**config.mk**
```make
export PLATFORM = sky130hd
export DESIGN_NAME = lite_burst_ctrl
export DESIGN_NICKNAME = d
export VERILOG_FILES = /design/src/rtl/lite_burst_pkg.sv /design/src/rtl/lite_burst_entry.sv /design/src/rtl/lite_burst_hyst.sv /design/src/rtl/lite_burst_pwm.sv /design/src/rtl/lite_burst_ctrl.sv
export SDC_FILE = /design/constraint.sdc
export NUM_CORES = 1
export LEC_CHECK = 0
export BUFFER_PORTS_ARGS = -buffer_cell sky130_fd_sc_hd__buf_2
export CAP_MARGIN = 20
export CORE_AREA = 2 2 39 41
export CTS_CLUSTER_SIZE = 14
export DETAILED_ROUTE_END_ITERATION = 10
export DIE_AREA = 0 0 41 43
export GPL_TIMING_DRIVEN = 0
export HOLD_SLACK_MARGIN = 0.08
export PLACE_DENSITY = 0.67
export SLEW_MARGIN = 0
export SYNTH_ARGS = -nofsm -noshare
export SYNTH_HDL_FRONTEND = slang
export SYNTH_SLANG_ARGS = --single-unit
```
**constraint.sdc**
```tcl
create_clock -name clk_i -period 1.56 [get_ports clk_i]
set_input_delay 0.234 -clock clk_i [delete_from_list [all_inputs] [get_ports clk_i]]
set_output_delay 0.234 -clock clk_i [all_outputs]
set_load 0.02 [all_outputs]
```
**src/rtl/lite_burst_pkg.sv**
```systemverilog
package lite_burst_pkg;
  typedef enum logic {MODE_NORMAL = 1'b0, MODE_BURST = 1'b1} mode_e;
endpackage

```
**src/rtl/lite_burst_entry.sv**
```systemverilog
module lite_burst_entry #(
  parameter int BLANK_CYC = 24
) (
  input  logic clk_i,
  input  logic rst_ni,
  input  logic arm_i,
  input  logic cond_i,
  output logic fire_o
);
  localparam int CW = $clog2(BLANK_CYC + 1);
  logic [CW-1:0] cnt_q;

  assign fire_o = arm_i && cond_i && (cnt_q == CW'(BLANK_CYC - 1));

  always_ff @(posedge clk_i or negedge rst_ni) begin
    if (!rst_ni)                   cnt_q <= '0;
    else if (!arm_i || !cond_i)    cnt_q <= '0;  // any break restarts the window
    else if (fire_o)               cnt_q <= '0;
    else                           cnt_q <= cnt_q + 1'b1;
  end
endmodule

```
**src/rtl/lite_burst_hyst.sv**
```systemverilog
module lite_burst_hyst (
  input  logic clk_i,
  input  logic rst_ni,
  input  logic active_i,
  input  logic on_i,
  input  logic off_i,
  output logic en_o
);
  logic en_q;
  assign en_o = en_q;

  always_ff @(posedge clk_i or negedge rst_ni) begin
    if (!rst_ni)        en_q <= 1'b0;
    else if (!active_i) en_q <= 1'b0;
    else if (on_i)      en_q <= 1'b1;
    else if (off_i)     en_q <= 1'b0;
  end
endmodule

```
**src/rtl/lite_burst_pwm.sv**
```systemverilog
module lite_burst_pwm #(
  parameter int PERIOD_CYC = 8
) (
  input  logic clk_i,
  input  logic rst_ni,
  input  logic en_i,
  input  logic trip_i,
  output logic gate_o
);
  localparam int PW   = (PERIOD_CYC > 2) ? $clog2(PERIOD_CYC) : 1;
  localparam int HALF = PERIOD_CYC / 2;
  logic [PW-1:0] ph_q;
  logic          gate_q;

  assign gate_o = gate_q && en_i;

  always_ff @(posedge clk_i or negedge rst_ni) begin
    if (!rst_ni) begin
      ph_q   <= '0;
      gate_q <= 1'b0;
    end else if (!en_i) begin
      ph_q   <= '0;
      gate_q <= 1'b0;
    end else begin
      if (ph_q == '0)                           gate_q <= 1'b1;  // timer turn-on
      else if (trip_i || ph_q == PW'(HALF))     gate_q <= 1'b0;  // first of trip or duty cap
      ph_q <= (ph_q == PW'(PERIOD_CYC - 1)) ? '0 : ph_q + 1'b1;
    end
  end
endmodule

```
**src/rtl/lite_burst_ctrl.sv**
```systemverilog
module lite_burst_ctrl
  import lite_burst_pkg::*;
#(
  parameter int BLANK_CYC  = 24,
  parameter int PERIOD_CYC = 8,
  parameter int VT_W       = 3
) (
  input  logic            clk_i,
  input  logic            rst_ni,
  input  logic            fb_low_i,
  input  logic [VT_W-1:0] valley_tgt_i,
  input  logic            fb_on_i,
  input  logic            fb_off_i,
  input  logic            fb_exit_i,
  input  logic            cur_trip_i,
  output logic            burst_o,
  output logic            sw_en_o,
  output logic            gate_o,
  output logic            low_ilim_o,
  output logic            valley_rst_o
);
  localparam logic [VT_W-1:0] VT_MAX = '1;

  mode_e mode_q;
  logic  fire, en, exit_req, vrst_q;

  assign exit_req = (mode_q == MODE_BURST) && fb_exit_i;

  lite_burst_entry #(.BLANK_CYC(BLANK_CYC)) u_entry (
    .clk_i  (clk_i),
    .rst_ni (rst_ni),
    .arm_i  (mode_q == MODE_NORMAL),
    .cond_i (fb_low_i && (valley_tgt_i == VT_MAX)),
    .fire_o (fire)
  );

  lite_burst_hyst u_hyst (
    .clk_i    (clk_i),
    .rst_ni   (rst_ni),
    .active_i ((mode_q == MODE_BURST) && !exit_req),
    .on_i     (fb_on_i),
    .off_i    (fb_off_i),
    .en_o     (en)
  );

  lite_burst_pwm #(.PERIOD_CYC(PERIOD_CYC)) u_pwm (
    .clk_i  (clk_i),
    .rst_ni (rst_ni),
    .en_i   (en),
    .trip_i (cur_trip_i),
    .gate_o (gate_o)
  );

  always_ff @(posedge clk_i or negedge rst_ni) begin
    if (!rst_ni) begin
      mode_q <= MODE_NORMAL;
      vrst_q <= 1'b0;
    end else begin
      vrst_q <= exit_req;
      if (fire)          mode_q <= MODE_BURST;
      else if (exit_req) mode_q <= MODE_NORMAL;
    end
  end

  assign burst_o      = (mode_q == MODE_BURST);
  assign low_ilim_o   = burst_o;
  assign sw_en_o      = !burst_o || en;
  assign valley_rst_o = vrst_q;
endmodule

```
==> summary.txt <==
Global route
  – Met2 Track Usage GR: 21.9%
  – Largest net degree at the start of global routing: 13
  – Vias in the first global route: 419
  – GR Util met3: 3.14%
  – Remaining Overflow, GRT: 0
  – First-pass GRT wire length: 1.58 mm
  – Top Usage Layer GRT: met2
  – Initial antenna violation count: 0
  – Tot GR Track Use: 13.6%
  – M1 GR Usage: 15.3%

Pwr
  – Internal cell power: 414 µW
  – VDD IR max: 0.343 mV
  – Psw: 106 µW
  – PD cells: 749 mW/mm²
  – Sw Ratio: 20.3%
  – Leak: 0.000353 µW
  – Flop pwr share: 60.1%
  – Clock share of power: 35.1%
  – Comb power frac: 4.8%

Worst setup path
  – Worst setup SP type: flop
  – Setup Crit Path Kind: reg -> out
  – Setup crit start: u_hyst.en_o
  – Crit. End Element: output port
  – Crit-path max FO: 7
  – Worst r2r src: u_entry.cnt_q[0]
  – Worst EP required: 1.33 ns
  – Worst Path Arrival: 1.01 ns

Clock network
  – CTS tree: done
  – CTS Buf Count: 3
  – Clock latency on the worst-skew pair: 0.26 ns
  – Root buffer cell: clkbuf_4
  – Clock-pin slew on the worst setup and hold paths: 0.07 ns
  – Hold-fix buffers at CTS: 1
  – Clock tree buffer depth: 2
  – # Post-CTS Setup Buffers: 0
  – Htree depth: 1
  – # clock sinks: 12
  – Post-CTS resize count: 0

Placement
  – Number of I/O port buffers: 14
  – HPWL after DPL: 700 µm
  – Final RePlAce weighted congestion: 0.644

Yosys
  – Synth Net Count: 64
  – Synth unique cells: 20
  – Post-Syn Area: 571 µm²
  – Syn Inst Count: 50
  – Post-synth EDFFs: 0
  – Commonest cells post-synth: dfrtp_1, and2_1, ha_1, inv_1
  – Syn avg cell area: 11.4 µm²
  – Sequential area share after synthesis: 52.6%
  – Main synth FF type: dfrtp_1
  – Top post-synthesis cells by area: dfrtp_1, ha_1, nor3b_2
  – Yosys reg bits: 12
  – Synth Warn #: 0
  – Top cell type's share of synthesized area: 52.6%
  – Synth async-reset ratio: 100%
  – Largest area contributor in the netlist: dfrtp_1
  – Count leader, synth: dfrtp_1

Timing
  – Final hold vios: 0
  – Worst slew pin tran: 0.264 ns
  – Max Clock Freq: 805 MHz
  – Crit path time final: 1.24 ns
  – Final Max Slew Viols: 0
  – Part of the cycle the worst path needs: 79.6%
  – RSZ-0062 raised after global routing: no
  – Clk_skew: 0.00317 ns
  – Max_slew headroom: 82.4%
  – Endpoints failing setup: 0
  – Sum of negative setup slack: 0 ns
  – Hold slack: 0.185 ns

Hold path
  – Hold_sp: fb_on_i
  – Worst min-delay path category: in -> reg

Drt
  – Final ANT Viol Nets: 0
  – DR vias/cell: 4.63
  – Routed WL per cell: 10.6 µm
  – Drt pass-1 iters: 4
  – Detailed Route WL: 890 µm
  – DRC Markers: 0
  – Initial DRC count: 7
  – Via count: 389

Floorplan
  – Initial Util: 41.2%
  – Row cnt: 14
  – # IOs: 15
  – Die area: 0.00176 mm²
  – Die span in x: 41 µm
  – Core ar.: 0.00138 mm²
  – Die height: 43 µm

Final layout
  – Layout area overhead: 21.5%
  – Ratio of cells with drive above 1 in the final layout: 32.4%
  – NumNets Final: 84
  – N_diodes: 0

Flow run
  – Max Cap Viol: 0

Status
  – Outcome: completed
## power by group through the flow
stage          sequential [µW]  clock (µW)  combinational, µW
3_3_place_gp               318           0               23.4
5_1_grt                    312         205               29.4
6_report                   312         182               24.9
3_5_place_dp               318           0               23.6
2_1_floorplan              318           0               6.06
4_1_cts                    312         195               25.6
## registers in the layout, summed over array words and instances, names as in the netlist
signal and flops:
u_pwm.gate_q 1, u_pwm.ph_q 3, u_entry.cnt_q 5, u_hyst.en_o 1, burst_o 1, valley_rst_o 1
## critical path, cell delays in order (launching register included)
cell	delay (ns)
dfrtp_1	0.43
nand2b_1	0.16
buf_2	0.15
## cell usage in the layout (no fill, tap or decap)
cell	netlist	final
a21oi_1	3	3
o21ai_1	1	1
dlygate4sd3_1	0	1
or2_1	1	1
nand2b_1	2	2
clkbuf_4	0	3
inv_1	4	4
buf_4	1	1
and2_1	4	4
buf_2	0	14
nor3b_1	1	1
nand4_1	1	1
xor2_1	1	1
nand2_1	2	2
nor2_1	3	3
nand3_1	1	1
buf_6	1	1
nor3b_2	3	3
dfrtp_1	12	12
xnor2_1	1	1
nand4b_1	2	2
ha_1	4	4
nor2b_1	2	2
## final cells by class
class                           instances  area [µm²]
Fill cell                             130         691
Buffer                                  2        18.8
Multi-Input combinational cell         32         236
Timing Repair Buffer                   15        80.1
Tap cell                               16        20.0
Sequential cell                        12         300
Inverter                                4        15.0
Clock buffer                            3        22.5
## routing by layer
layer | routed length [µm] | vias up | part of all wire [%]
met3 | 41 | 0 | 4.6
met5 | 0 | - | 0
met4 | 0 | 0 | 0
li1 | - | 200 | -
met2 | 464 | 6 | 52
met1 | 384 | 183 | 43
## stage by stage
step | total power (µW) | worst slack [ns] | instance area [µm²] | utilization, % | std cells
2_1_floorplan | 324 | 0.495 | 571 | - | 50
3_3_place_gp | 342 | 0.439 | 661 | 47.7 | 80
3_5_place_dp | 342 | 0.452 | 661 | 47.7 | 80
4_1_cts | 533 | 0.294 | 693 | 50.1 | 84
5_1_grt | 547 | 0.250 | 693 | 50.1 | 84
6_report | 519 | 0.318 | 693 | 50.1 | 84
## final timing paths
path                                    end  slack (ns)  depth (start not counted)
hold reg to reg               u_pwm.ph_q[0]        0.47                          1
setup / recovery                    sw_en_o        0.32                          2
max in group asynchronous     u_pwm.ph_q[0]        0.98                          2
hold / removal                  u_hyst.en_o        0.18                          3
min in group asynchronous      valley_rst_o        0.37                          2
setup reg to reg           u_entry.cnt_q[3]        0.44                          3
## cell families after synthesis
logic type | after synthesis | synth area share [%]
AND/OR/NAND/NOR | 22 | 26.1
adder cells (fa/ha/maj) | 4 | 8.77
buffers and inverters | 6 | 5.92
XOR/XNOR | 2 | 3.07
AO/OA/AOI/OAI | 4 | 3.51
flip-flops | 12 | 52.6
Power figures use the tool's default switching activity.
